<file path="config.mk">
export PLATFORM = sky130hd
export DESIGN_NAME = irq_pair_aggregator
export DESIGN_NICKNAME = d
export VERILOG_FILES = /design/src/rtl/irqagg_pkg.sv /design/src/rtl/irqagg_group.sv /design/src/rtl/irqagg_vector.sv /design/src/rtl/irqagg_line.sv /design/src/rtl/irq_pair_aggregator.sv
export SDC_FILE = /design/constraint.sdc
export NUM_CORES = 1
export LEC_CHECK = 0
export ABC_AREA = 0
export BUFFER_PORTS_ARGS = -buffer_cell sky130_fd_sc_hd__clkbuf_2
export CAP_MARGIN = 20
export CORE_ASPECT_RATIO = 0.6
export CORE_MARGIN = 5
export CORE_UTILIZATION = 45
export DETAILED_ROUTE_END_ITERATION = 10
export GPL_ROUTABILITY_DRIVEN = 0
export PLACE_DENSITY = 0.7
export SLEW_MARGIN = 20
export SYNTH_ARGS = -nofsm -noshare
export SYNTH_HDL_FRONTEND = slang
export SYNTH_HIERARCHICAL = 1
export SYNTH_SLANG_ARGS = --single-unit
</file>
<file path="constraint.sdc">
create_clock -name clk -period 1.6 [get_ports clk]
set_clock_uncertainty 0.1 [all_clocks]
set_input_delay 0.32 -clock clk [delete_from_list [all_inputs] [get_ports clk]]
set_output_delay 0.32 -clock clk [all_outputs]
set_load 0.02 [all_outputs]
</file>
<file path="src/rtl/irqagg_pkg.sv">
package irqagg_pkg;

    localparam int STAT_W   = 8;
    localparam int KIND_TX  = 0;
    localparam int KIND_RX  = 1;
    localparam int KIND_BRK = 2;
    localparam int ODD_BASE = 4;

    typedef enum logic [1:0] {
        SPACE_IO  = 2'd0,
        SPACE_ID  = 2'd1,
        SPACE_ACK = 2'd2,
        SPACE_MEM = 2'd3
    } space_e;

    typedef struct packed {
        logic [STAT_W-1:0] status;
        logic [STAT_W-1:0] mask;
    } grp_state_t;

    function automatic logic [2:0] stat_pos(input int parity, input int kind);
        return 3'(parity * ODD_BASE + kind);
    endfunction

endpackage

</file>
<file path="src/rtl/irqagg_group.sv">
module irqagg_group
    import irqagg_pkg::*;
(
    input  logic              clk,
    input  logic              rst_n,
    input  logic [1:0]        tx_set,
    input  logic [1:0]        rx_set,
    input  logic [1:0]        brk_set,
    input  logic [1:0]        tx_clr,
    input  logic [1:0]        rx_clr,
    input  logic [1:0]        brk_clr,
    input  logic              mask_we,
    input  logic [STAT_W-1:0] mask_wdata,
    output logic [STAT_W-1:0] status_q,
    output logic [STAT_W-1:0] mask_q
);

    grp_state_t        st_d, st_q;
    logic [STAT_W-1:0] set_vec, clr_vec;

    always_comb begin
        set_vec = '0;
        clr_vec = '0;
        for (int p = 0; p < 2; p++) begin
            set_vec[stat_pos(p, KIND_TX)]  = tx_set[p];
            set_vec[stat_pos(p, KIND_RX)]  = rx_set[p];
            set_vec[stat_pos(p, KIND_BRK)] = brk_set[p];
            clr_vec[stat_pos(p, KIND_TX)]  = tx_clr[p];
            clr_vec[stat_pos(p, KIND_RX)]  = rx_clr[p];
            clr_vec[stat_pos(p, KIND_BRK)] = brk_clr[p];
        end
        st_d        = st_q;
        // set applied after clear: a simultaneous pair leaves the bit set
        st_d.status = (st_q.status & ~clr_vec) | set_vec;
        if (mask_we) begin
            st_d.mask = mask_wdata;
        end
    end

    always_ff @(posedge clk or negedge rst_n) begin
        if (!rst_n) begin
            st_q <= '0;
        end else begin
            st_q <= st_d;
        end
    end

    assign status_q = st_q.status;
    assign mask_q   = st_q.mask;

endmodule

</file>
<file path="src/rtl/irqagg_vector.sv">
module irqagg_vector #(
    parameter int DATA_W = 8
) (
    input  logic              clk,
    input  logic              rst_n,
    input  logic              wr_en,
    input  logic [DATA_W-1:0] wdata,
    output logic [DATA_W-1:0] vec_q
);

    logic [DATA_W-1:0] vec_d, vec_r_q;

    always_comb begin
        vec_d = vec_r_q;
        if (wr_en) begin
            vec_d = wdata;
        end
    end

    always_ff @(posedge clk or negedge rst_n) begin
        if (!rst_n) begin
            vec_r_q <= '0;
        end else begin
            vec_r_q <= vec_d;
        end
    end

    assign vec_q = vec_r_q;

endmodule

</file>
<file path="src/rtl/irqagg_line.sv">
module irqagg_line
    import irqagg_pkg::*;
#(
    parameter int GPL = 2
) (
    input  logic [GPL-1:0][STAT_W-1:0] status,
    input  logic [GPL-1:0][STAT_W-1:0] mask,
    output logic                       irq
);

    always_comb begin
        irq = 1'b0;
        for (int i = 0; i < GPL; i++) begin
            irq = irq | (|(status[i] & mask[i]));
        end
    end

endmodule

</file>
<file path="src/rtl/irq_pair_aggregator.sv">
module irq_pair_aggregator
    import irqagg_pkg::*;
#(
    parameter int NUM_CHANNELS = 8,
    parameter int GPL          = 2,
    parameter int ADDR_W       = 8,
    parameter int STAT_OFS     = 5,
    parameter int VEC_OFS      = 1,
    parameter int ACK_STRIDE   = 2,
    localparam int NUM_GROUPS  = NUM_CHANNELS / 2,
    localparam int NUM_LINES   = NUM_GROUPS / GPL,
    localparam int GRP_W       = $clog2(NUM_GROUPS),
    localparam int OFS_W       = ADDR_W - GRP_W
) (
    input  logic                    clk,
    input  logic                    rst_n,
    input  logic [1:0]              bus_space,
    input  logic [ADDR_W-1:0]       bus_addr,
    input  logic                    bus_rd,
    input  logic                    bus_wr,
    input  logic [STAT_W-1:0]       bus_wdata,
    output logic [STAT_W-1:0]       bus_rdata,
    input  logic [NUM_CHANNELS-1:0] set_tx,
    input  logic [NUM_CHANNELS-1:0] set_rx,
    input  logic [NUM_CHANNELS-1:0] set_brk,
    input  logic [NUM_CHANNELS-1:0] clr_tx,
    input  logic [NUM_CHANNELS-1:0] clr_rx,
    input  logic [NUM_CHANNELS-1:0] clr_brk,
    output logic [NUM_LINES-1:0]    irq_o
);

    logic [NUM_GROUPS-1:0][STAT_W-1:0] grp_status;
    logic [NUM_GROUPS-1:0][STAT_W-1:0] grp_mask;
    logic [NUM_GROUPS-1:0]             mask_we;
    logic [STAT_W-1:0]                 vec_q;
    logic                              vec_we;
    logic [GRP_W-1:0]                  io_group;
    logic [OFS_W-1:0]                  io_ofs;
    logic                              io_stat_hit;

    assign io_group    = bus_addr[ADDR_W-1 -: GRP_W];
    assign io_ofs      = bus_addr[OFS_W-1:0];
    assign io_stat_hit = (bus_space == SPACE_IO) && (io_ofs == OFS_W'(STAT_OFS));

    // vector is accepted from the identification or memory space only
    assign vec_we = bus_wr && (bus_addr == ADDR_W'(VEC_OFS)) &&
                    ((bus_space == SPACE_ID) || (bus_space == SPACE_MEM));

    generate
        for (genvar g = 0; g < NUM_GROUPS; g++) begin : g_grp
            assign mask_we[g] = bus_wr && io_stat_hit && (io_group == GRP_W'(g));

            irqagg_group u_grp (
                .clk        (clk),
                .rst_n      (rst_n),
                .tx_set     (set_tx[2*g +: 2]),
                .rx_set     (set_rx[2*g +: 2]),
                .brk_set    (set_brk[2*g +: 2]),
                .tx_clr     (clr_tx[2*g +: 2]),
                .rx_clr     (clr_rx[2*g +: 2]),
                .brk_clr    (clr_brk[2*g +: 2]),
                .mask_we    (mask_we[g]),
                .mask_wdata (bus_wdata),
                .status_q   (grp_status[g]),
                .mask_q     (grp_mask[g])
            );
        end

        for (genvar l = 0; l < NUM_LINES; l++) begin : g_line
            irqagg_line #(.GPL(GPL)) u_line (
                .status (grp_status[l*GPL +: GPL]),
                .mask   (grp_mask[l*GPL +: GPL]),
                .irq    (irq_o[l])
            );
        end
    endgenerate

    irqagg_vector #(.DATA_W(STAT_W)) u_vec (
        .clk   (clk),
        .rst_n (rst_n),
        .wr_en (vec_we),
        .wdata (bus_wdata),
        .vec_q (vec_q)
    );

    always_comb begin
        bus_rdata = '0;
        if (bus_rd) begin
            case (bus_space)
                SPACE_IO: begin
                    if (io_stat_hit) begin
                        bus_rdata = grp_status[io_group];
                    end
                end
                SPACE_ACK: begin
                    for (int l = 0; l < NUM_LINES; l++) begin
                        if (bus_addr == ADDR_W'(l * ACK_STRIDE)) begin
                            bus_rdata = vec_q;
                        end
                    end
                end
                default: bus_rdata = '0;
            endcase
        end
    end

endmodule

</file>
==> summary.md, run 1 <==
| Metric | Value |
|---|---|
| Complex-gate fraction of the synthesized area | a little over an eighth |
| Synth cell count leaders | dfrtp_1, mux2_4, inv_1 |
| Top-count cell post-synth | dfrtp_1 |
| Post-synthesis mux area share | 24.45% |
| Fraction of layout cells with a size suffix above 1 | 59.32% |
| Initial antenna violation count | 0 |
| Synth area leader | dfrtp_1 |
| Initial DRC Count | 113 |
| Chip Height | 75.57 um |
| I/O pin count | 80 |
| Max Freq | 0.5084 GHz |
| Top_reg_cell synth | dfrtp_1 |
| Hold path depth | 2 |
| CP Launch Type | register |
| Adder-Cell Fraction of Synth Area | 0% |
| Final hold slack | 0.06346 ns |
| CP required | 1.18 ns |
| Final wirelength | 8250 um |
| Core Util, Final | 66.85% |
| Synth top area share | 49.67% |
| Max-slew violations | 0 |
| FILL cells | ~500 |
| Total vias in the final route | 2261 |
| Min-delay src | set_tx[3] |
| Layout Nets | 419 |
| Xor and xnor area share after synthesis | 0% |
| Mapped cell area | 0.003224 mm^2 |
| CTS tree | built |
| Buf+Inv Stages, Crit Path | 1 |
| Failing checks | negative setup slack |
| Cells on worst reg2reg path | 3 |
| Async S/R FF share, synth | 100.0% |
| Period utilization | 122.9% |
| Max_cap viols | 0 |
| Syn_area_per_cell | 14.02 um^2 |
| First-pass GRT wire length | 12770 um |
| CP delay by family, top | compound AO/OA/AOI/OAI gates |
| CP Class | reg -> out |
| FF-to-FF Start | g_grp[3].u_grp/status_q[4] |
| Number of synthesized flops with an enable pin | 0 |
| Die width | between 100 and 150 um |
| Post-synthesis simple-gate area fraction | 3.454% |
| DRC Markers | 0 |
| Clock buffer depth | 2 |
| Flops & latches, synth | 64 |
| Core area | between 0.006 and 0.007 mm^2 |
| PortBufs | 79 |
| Critical Path Slowest Stage Cell | dfrtp_1 |
| H-tree Lvls | 3 |
| Critical Path Fanout Max | 3 |
| Initial Util | 47.28% |
| Cell row count | 23 |
| CP peak stage delay | 0.40 ns |
| Initial DRT Pass Iterations | 4 |
| Vias per Instance | 5.127 |
| DP Wirelength | 5748 um |
| Final setup viols | 10 |
| Post-route setup slack | -0.3671 ns |
| Max IR drop VDD | 0.5386 mV |
| Yosys warns | 6 |
| RSZ-0062 raised after global routing | true |
| Clk_lat worst skew | 0.33 ns |
| Total power per unit cell area | roughly 960 mW/mm^2 |
| Dpl ws | -0.3253 ns |
| Die Area | 0.009013 mm^2 |
| Post-route ant nets | 0 |
| CTS Root Buffer Type | clkbuf_16 |
| Area grow syn2layout | 41.40% |
| Hold Path End | g_grp[1].u_grp/status_q[4] |
| Largest family of logic cells by synthesized area | multiplexers |
| Flop-to-flop setup slack | around 0.55 ns |
| Status | finished with violations |
| Static Leakage | 2.351 nW |
| CP endpoint kind | primary output |
| Endpoints failing hold | 0 |
| Yosys cell types | 23 |
| Total Power | 4.356 mW |
| Crit path arrival time | 1.55 ns |
| Min Tclk post-route | 1.967 ns |
| Number of CTS-inserted buffers | 9 |
| R2r endpoint | g_grp[3].u_grp/status_q[4] |
| Vias in the first global route | 2492 |
| HP Class | in -> reg |
| CTS Sinks | 64 |
| Crit path cell chain | a22o_1 -> a221oi_2 -> nand4_1 -> clkbuf_8 |
| Overflow after GRT | 0 |
| Wirelength per Cell | ~19 um |
| Largest net degree at the start of global routing | 54 |
| Cell count after synthesis | between 200 and 250 |
| Gr usage total | 19.04% |
| Clk slew on worst S/H paths | 0.05 ns |
| Diode count | 0 |
| Synth top area cells | dfrtp_1, mux2_4, a21o_1 |
| Seq/Total Area, Yosys | about half |
[power breakdown]
group | switching [mW] | leakage, nW | internal, mW
Combinational | 0.203 | 1.37 | 0.266
Clock | 0.663 | 0.163 | 1.49
Sequential | 0.0519 | 0.814 | 1.68
Total | 0.918 | 2.35 | 3.44
[per-stage QoR]
step	std cells	area, um^2	TNS (ns)
2_1_floorplan	234	3239	-0.2853
3_3_place_gp	412	3851	-9.137
3_5_place_dp	412	3851	-11.59
4_1_cts	436	4409	-3.010
5_1_grt	441	4559	-3.285
6_report	441	4559	-2.849
[sequential cells by signal, summed over array words and instances (netlist names)]
name	cells
g_grp.u_grp/mask_q	32
g_grp.u_grp/status_q	24
u_vec/vec_q	8
[kinds of logic after synthesis]
logic type / Yosys count
and+or+nand+nor: 16
buffers and inverters: 50
other: 4
DFF: 64
AOI/OAI and AO/OA: 48
muxes: 48
[layout by cell type, fill, tap and decap left out, types with 2 or more instances in the layout]
| cell type | count |
|---|---|
| inv_1 | 28 |
| buf_8 | 3 |
| buf_12 | 3 |
| mux4_2 | 7 |
| a21o_1 | 24 |
| nand4_1 | 3 |
| nor3_1 | 2 |
| nor3_2 | 2 |
| clkbuf_2 | 63 |
| buf_4 | 33 |
| clkbuf_16 | 10 |
| o2bb2ai_4 | 2 |
| o2bb2ai_2 | 6 |
| inv_2 | 6 |
| a221oi_2 | 8 |
| clkbuf_8 | 10 |
| bufinv_16 | 2 |
| conb_1 | 8 |
| dfrtp_1 | 63 |
| clkbuf_1 | 2 |
| nor3_4 | 2 |
| buf_6 | 8 |
| a22o_1 | 8 |
| mux2_4 | 40 |
[timing repair]
item | 4_1_cts | 5_1_grt
gates resized for setup | 39 | 28
setup buffers | 7 | 4
gates cloned | 0 | 1
endpoints found under the setup margin | 16 | 40
hold buffers | 1 | 0
endpoints found under the hold margin | 11 | 0
pin swaps | 12 | 6
[layout make-up]
| class | instances | area [um^2] | share of cell area, % |
|---|---|---|---|
| clock inverter | 2 | 60.06 | 1.317 |
| multi-input combinational | 120 | 1489 | 32.66 |
| inverter | 34 | 127.6 | 2.799 |
| sequential | 64 | 1603 | 35.15 |
| clock buffer | 14 | 274.0 | 6.010 |
| timing repair buffer | 120 | 897.1 | 19.68 |
| tap | 87 | 108.9 | 2.387 |
[routing by layer]
metal  part of all wire (%)  vias up  track usage, %
met5                      0        -               0
met1                     45     1123           24.32
met2                     48       76           31.64
met4                   0.45        0           5.648
li1                       -     1057               -
met3                    6.9        5           6.306
[how the worst max path moves through the flow]
stage,from,endpoint,slack [ns],depth (start not counted)
6_report,g_grp[0].u_grp/status_q[0],irq_o[0],-0.37,4
5_1_grt,g_grp[0].u_grp/status_q[0],irq_o[0],-0.41,4
4_1_cts,g_grp[2].u_grp/status_q[0],irq_o[1],-0.38,4
3_5_place_dp,bus_space[0],g_grp[0].u_grp/mask_q[7],-0.33,6
3_3_place_gp,bus_addr[6],bus_rdata[1],-0.26,7
2_1_floorplan,bus_space[0],bus_rdata[0],-0.05,3
Power figures use the tool's default switching activity.
==> run 2, diff against run 1 <==
--- a/config.mk
+++ b/config.mk
@@ -14,6 +14,7 @@
 export DETAILED_ROUTE_END_ITERATION = 10
 export GPL_ROUTABILITY_DRIVEN = 0
 export PLACE_DENSITY = 0.7
+export SETUP_SLACK_MARGIN = 0.02
 export SLEW_MARGIN = 20
 export SYNTH_ARGS = -nofsm -noshare
 export SYNTH_HDL_FRONTEND = slang
==> run 2 against run 1 <==
Net effect:
- the run still ends with negative setup slack left
- die area stayed put
- sequential cell count stayed put
- worst hold slack better by 0.00093 ns
- critical path type unchanged
- largest cell class unchanged
- largest power group unchanged
==> summary.md, run 2 (same netlist as run 1, synthesis figures left out) <==
| Metric | Value |
|---|---|
| Status | finished with violations |
| Failing checks | negative setup slack |
| Clk_lat worst skew | 0.32 ns (about the same) |
| Final wirelength | 8260 um (+0.12%) |
| HP Class | in -> reg |
| Dpl ws | -0.3219 ns (+0.003350 ns) |
| CTS Root Buffer Type | clkbuf_16 |
| Fraction of layout cells with a size suffix above 1 | 59.26% (-0.063 points) |
| I/O pin count | 80 (unchanged) |
| CP required | 1.18 ns (about the same) |
| Total power per unit cell area | 878.5 mW/mm^2 (-8.0%) |
| Wirelength per Cell | 18.86 um (+0.81%) |
| CP delay by family, top | compound AO/OA/AOI/OAI gates |
| Vias in the first global route | 2411 (-3.3%) |
| Cell row count | 23 (unchanged) |
| Final instance area | 0.004509 mm^2 (-1.1%) |
| Setup TNS | -2.949 ns (-0.1001 ns) |
| Number of CTS-inserted buffers | 9 (unchanged) |
| Critical Path Fanout Max | 3 (unchanged) |
| Total vias in the final route | 2218 (-1.9%) |
| Initial antenna violation count | 0 (unchanged) |
| Gr usage total | 19.30% (+0.26 points) |
| First-pass GRT wire length | 12640 um (-1.0%) |
| Layout Nets | 417 (-0.48%) |
| H-tree Lvls | 3 (unchanged) |
| Buf+Inv Stages, Crit Path | 1 (unchanged) |
| Clk slew on worst S/H paths | 0.05 ns (about the same) |
| Post-route setup slack | -0.4417 ns (-0.07457 ns) |
| Core area | 0.006820 mm^2 (unchanged) |
| Post-route ant nets | 0 (unchanged) |
| Die width | 119.3 um (unchanged) |
| Die Area | 0.009013 mm^2 (unchanged) |
| Chip Height | 75.57 um (unchanged) |
| Initial DRC Count | 165 (+46%) |
| Max Freq | 0.4898 GHz (-3.7%) |
| Static Leakage | 2.309 nW (-1.8%) |
| CP Launch Type | register |
| CTS Sinks | 64 (unchanged) |
| Endpoints failing hold | 0 (unchanged) |
| Max_cap viols | 0 (unchanged) |
| Placed cells | 409 (-0.73%) |
| Crit path cell chain | a22o_1 -> a221oi_2 -> nand4_1 -> clkbuf_8 |
| Min Tclk post-route | 2.042 ns (+0.07457 ns) |
| DRC Markers | 0 (unchanged) |
| Initial DRT Pass Iterations | 4 (unchanged) |
| Area grow syn2layout | 39.85% |
| Initial Util | 47.28% (unchanged) |
| CP Class | reg -> out |
| Final Instance Count excl. Fillers | 438 (-0.68%) |
| Max-slew violations | 0 (unchanged) |
| Most common cell after layout, fill and taps aside | clkbuf_2 |
| RSZ-0062 raised after global routing | true |
| Critical Path Slowest Stage Cell | dfrtp_1 |
| Crit path arrival time | 1.62 ns (+0.07 ns) |
| PortBufs | 79 (unchanged) |
| Commonest non-fill, non-tap cells in the layout | clkbuf_2, dfrtp_1, mux2_4, buf_4, inv_1 |
| CTS tree | built |
| Worst Setup SP | g_grp[0].u_grp/status_q[0] |
| Vias per Instance | 5.064 (-1.2%) |
| CP peak stage delay | 0.40 ns (about the same) |
| Diode count | 0 (unchanged) |
| Final setup viols | 11 (+1) |
| Min-delay src | set_tx[6] |
| Period utilization | 127.6% (+4.7 points) |
| Post-DP Area | 0.003865 mm^2 (+0.36%) |
| Max IR drop VDD | 0.5234 mV (-2.8%) |
| Overflow after GRT | 0 (unchanged) |
| CP endpoint kind | primary output |
| Max FFs per register | 32 (unchanged) |
| FF-to-FF Start | g_grp[2].u_grp/mask_q[0] |
| Clock buffer depth | 2 (unchanged) |
| FILL cells | 491 (+0.41%) |
| DP Wirelength | 5742 um (about the same) |
| Largest net degree at the start of global routing | 65 (+20%) |
==> run 2: cell types whose count changed in the layout (fill, tap and decap cells not counted), moves of 2 or more <==
cell       change
bufinv_16      -2
buf_6          -2
o2bb2ai_2      -2
clkbuf_2       +2
buf_8          +3
o2bb2ai_4      +2
clkbuf_1       +2
nor3_1         -2
clkbuf_8       -4
==> run 2: stage by stage <==
stage	util, %	power (mW)	hold slack [ns]
after floorplan	-	1.924	-0.07559
after global placement	56.67	2.126	0.2624
after detailed placement	56.67	2.136	0.2608
final	66.12	3.961	0.06439
after global routing	66.12	4.121	0.05454
after CTS	64.47	3.982	0.05631
==> run 2: timing repair <==
item                                    CTS  global route
gates resized for setup                  34            25
endpoints found under the setup margin   10            10
setup buffers                            10             2
hold buffers                              1             0
pin swaps                                10             5
hold endpoints to repair                 64             0
gates cloned                              1             0
==> run 2: final cells by class <==
| cell class | count | area [um^2] | share of cell area, % |
|---|---|---|---|
| Inverter | 34 | 127.6 | 2.830 |
| Clock buffer | 15 | 267.8 | 5.938 |
| Timing Repair Buffer | 118 | 880.8 | 19.53 |
| Multi-Input combinational cell | 120 | 1520 | 33.71 |
| Tap cell | 87 | 108.9 | 2.414 |
| Sequential cell | 64 | 1604 | 35.57 |
==> run 2: path summary, 6_finish.rpt <==
path	endpoint	slack, ns	cells after the start
setup / recovery	irq_o[0]	-0.44	4
hold / removal	g_grp[3].u_grp/status_q[0]	0.06	2
setup reg to reg	g_grp[2].u_grp/mask_q[0]	0.61	2
hold reg to reg	g_grp[0].u_grp/mask_q[2]	0.41	1
max in group asynchronous	g_grp[2].u_grp/status_q[4]	0.66	3
min in group asynchronous	g_grp[1].u_grp/status_q[6]	0.45	3
==> run 2: power breakdown <==
part           leakage [nW]  switching [mW]  total (mW)  internal (mW)
Sequential            0.814          0.0527        1.73           1.68
Clock                 0.130           0.643        1.77           1.12
Combinational          1.37           0.201       0.459          0.258
Total                  2.31           0.897        3.96           3.06
==> run 2: metal layers <==
metal  share of wire [%]  vias up  global-route usage [%]
li1                    -     1038                       -
met1                  44     1100                   24.20
met2                  47       73                   31.39
met3                 8.0        7                   7.418
met4                0.92        0                   6.547
met5                   0        -                       0
==> run 3, diff against run 2 <==
--- a/config.mk
+++ b/config.mk
@@ -14,6 +14,7 @@
 export DETAILED_ROUTE_END_ITERATION = 10
 export GPL_ROUTABILITY_DRIVEN = 0
 export PLACE_DENSITY = 0.7
+export REMOVE_ABC_BUFFERS = 1
 export SETUP_SLACK_MARGIN = 0.02
 export SLEW_MARGIN = 20
 export SYNTH_ARGS = -nofsm -noshare
==> run 3 against run 2 <==
Net effect:
- the run still ends with negative setup slack left
- first-iteration DRC count shrank 40%
- register-to-register slack is essentially flat
- setup slack gained 0.075 ns
- total power grew 7.0%
- clock power grew 16%
- die area is the same
- via count grew 2.4%
- count of clock-buffer cells in the layout shrank 1
- critical path type unchanged
==> summary.md, run 3 (same netlist as run 1, synthesis figures left out) <==
| Metric | Value |
|---|---|
| Status | finished with violations |
| Failing checks | negative setup slack |
| Max-slew violations | 0 (unchanged) |
| PortBufs | 79 (unchanged) |
| Fraction of layout cells with a size suffix above 1 | 60.11% (+0.85 points) |
| Total Power | 4.239 mW (+7.0%) |
| Wirelength per Cell | 19.07 um (+1.1%) |
| Clock buffer depth | 2 (unchanged) |
| I/O pin count | 80 (unchanged) |
| H-tree Lvls | 3 (unchanged) |
| Number of CTS-inserted buffers | 9 (unchanged) |
| Final setup viols | 10 (-1) |
| DRC Markers | 0 (unchanged) |
| Commonest non-fill, non-tap cells in the layout | clkbuf_2, dfrtp_1, mux2_4, buf_4, inv_1 |
| Gr usage total | 19.81% (+0.51 points) |
| Crit path cell chain | a22o_1 -> a221oi_2 -> nand4_1 -> buf_4 |
| CP peak stage delay | 0.38 ns (-0.02 ns) |
| Vias per Instance | 5.187 (+2.4%) |
| CTS tree | built |
| Post-route ant nets | 0 (unchanged) |
| Largest net degree at the start of global routing | 65 (unchanged) |
| Sw frac | 21.95% (-0.71 points) |
| Placed cells | 415 (+1.5%) |
| RSZ-0062 raised after global routing | true |
| HP Class | in -> reg |
| Flop-to-flop setup slack | 0.60 ns (about the same) |
| NetSw | 930.4 uW (+3.7%) |
| Final hold slack | 0.06321 ns (-0.001176 ns) |
| Min Tclk post-route | 1.966 ns (-0.07548 ns) |
| Cell row count | 23 (unchanged) |
| Clk_lat worst skew | 0.33 ns (about the same) |
| CTS Sinks | 64 (unchanged) |
| Die width | 119.3 um (unchanged) |
| Critical Path Fanout Max | 2 (-1) |
| Endpoints failing hold | 0 (unchanged) |
| Chip Height | 75.57 um (unchanged) |
| GR Util met1 | 27.86% (+3.7 points) |
| Die Area | 0.009013 mm^2 (unchanged) |
| Final wirelength | 8351 um (+1.1%) |
| Max_cap viols | 0 (unchanged) |
| Diode count | 0 (unchanged) |
| First-pass GRT wire length | 13210 um (+4.5%) |
| CP Class | reg -> out |
| Clock group share of total power | 48.3% (+3.7 points) |
| Crit path arrival time | 1.55 ns (-0.07 ns) |
| CP required | 1.18 ns (about the same) |
| CP Launch Type | register |
| Core Util, Final | 66.89% (+0.77 points) |
| Max IR drop VDD | 0.5070 mV (-3.1%) |
| Busiest grt layer | met2 |
| Total power per unit cell area | 929.3 mW/mm^2 (+5.8%) |
| Most common cell after layout, fill and taps aside | clkbuf_2 |
| Initial antenna violation count | 0 (unchanged) |
| Critical Path Slowest Stage Cell | dfrtp_1 |
| Post-route setup slack | -0.3662 ns (+0.07548 ns) |
| Initial DRT Pass Iterations | 4 (unchanged) |
| Internal | 3.309 mW (+8.0%) |
| Combinational power share | 10.8% (-0.8 points) |
| CTS Root Buffer Type | clkbuf_16 |
| Vias in the first global route | 2414 (+0.12%) |
| Max FFs per register | 32 (unchanged) |
| Period utilization | 122.9% (-4.7 points) |
| Layout Nets | 416 (-0.24%) |
| Initial Util | 47.28% (unchanged) |
| Part of the power in registers | 40.9% (-2.9 points) |
| Buf+Inv Stages, Crit Path | 1 (unchanged) |
| Clk slew on worst S/H paths | 0.05 ns (about the same) |
| Core area | 0.006820 mm^2 (unchanged) |
| Met2 usage | 29.77% (-1.6 points) |
| Max Freq | 0.5086 GHz (+3.8%) |
| DP Wirelength | 5777 um (+0.61%) |
| Met3 Use GR | 7.270% (-0.15 points) |
| Final instance area | 0.004562 mm^2 (+1.2%) |
| Area grow syn2layout | 41.48% |
| Final Instance Count excl. Fillers | 438 (unchanged) |
| CP delay by family, top | compound AO/OA/AOI/OAI gates |
| Initial DRC Count | 99 (-40%) |
| Total vias in the final route | 2272 (+2.4%) |
| Static Leakage | 2.345 nW (+1.6%) |
| Overflow after GRT | 0 (unchanged) |
| CP endpoint kind | primary output |
| Post-DP Area | 0.003886 mm^2 (+0.55%) |
==> run 3: changes by cell type in the layout (fill, tap and decap cells not counted), sizes merged <==
cell,before,now
bufinv,0,1
buf,47,46
clkinv,0,1
clkbuf,84,83
==> run 3: final cells by class <==
cell class / instances / area, um^2
Clock buffer: 14 / 284.0
Timing Repair Buffer: 117 / 874.6
Tap cell: 87 / 108.9
Clock inverter: 2 / 35.03
Multi-Input combinational cell: 120 / 1529
Sequential cell: 64 / 1603
Inverter: 34 / 127.6
Fill cell: 483 / 2258
==> run 3: final timing paths <==
check,start,to,depth (start not counted)
max,g_grp[2].u_grp/mask_q[0],irq_o[1],4
min,set_brk[2],g_grp[1].u_grp/status_q[2],2
max reg2reg,g_grp[0].u_grp/mask_q[2],g_grp[0].u_grp/mask_q[2],2
min reg2reg,g_grp[2].u_grp/status_q[2],g_grp[2].u_grp/status_q[2],1
max in group asynchronous,rst_n,g_grp[3].u_grp/status_q[4],3
min in group asynchronous,rst_n,g_grp[2].u_grp/status_q[4],3
==> run 3: stage by stage <==
stage	setup WS, ns	setup TNS, ns
6_report	-0.3662	-2.895
5_1_grt	-0.4180	-3.405
4_1_cts	-0.3978	-3.060
3_5_place_dp	-0.3889	-12.53
3_3_place_gp	-0.3679	-12.27
2_1_floorplan	-0.6087	-19.76
==> run 3: power groups by stage <==
stage | clock, mW | sequential (mW) | combinational, mW
3_5_place_dp | 0 | 1.75 | 0.389
5_1_grt | 2.16 | 1.74 | 0.502
4_1_cts | 2.09 | 1.73 | 0.434
6_report | 2.05 | 1.73 | 0.458
2_1_floorplan | 0 | 1.74 | 0.154
3_3_place_gp | 0 | 1.75 | 0.382
==> run 3: per-layer routing <==
metal	wire [um]	vias up
met5	0	-
met4	51	0
met3	568	7
met2	3717	68
met1	4014	1154
li1	-	1043
==> run 3: what timing repair did <==
action	CTS	global route
pin swaps	12	8
gates resized for setup	38	28
endpoints found under the setup margin	19	42
endpoints found under the hold margin	64	0
buffers inserted	1	4
cloned	1	0
hold buffers	1	0
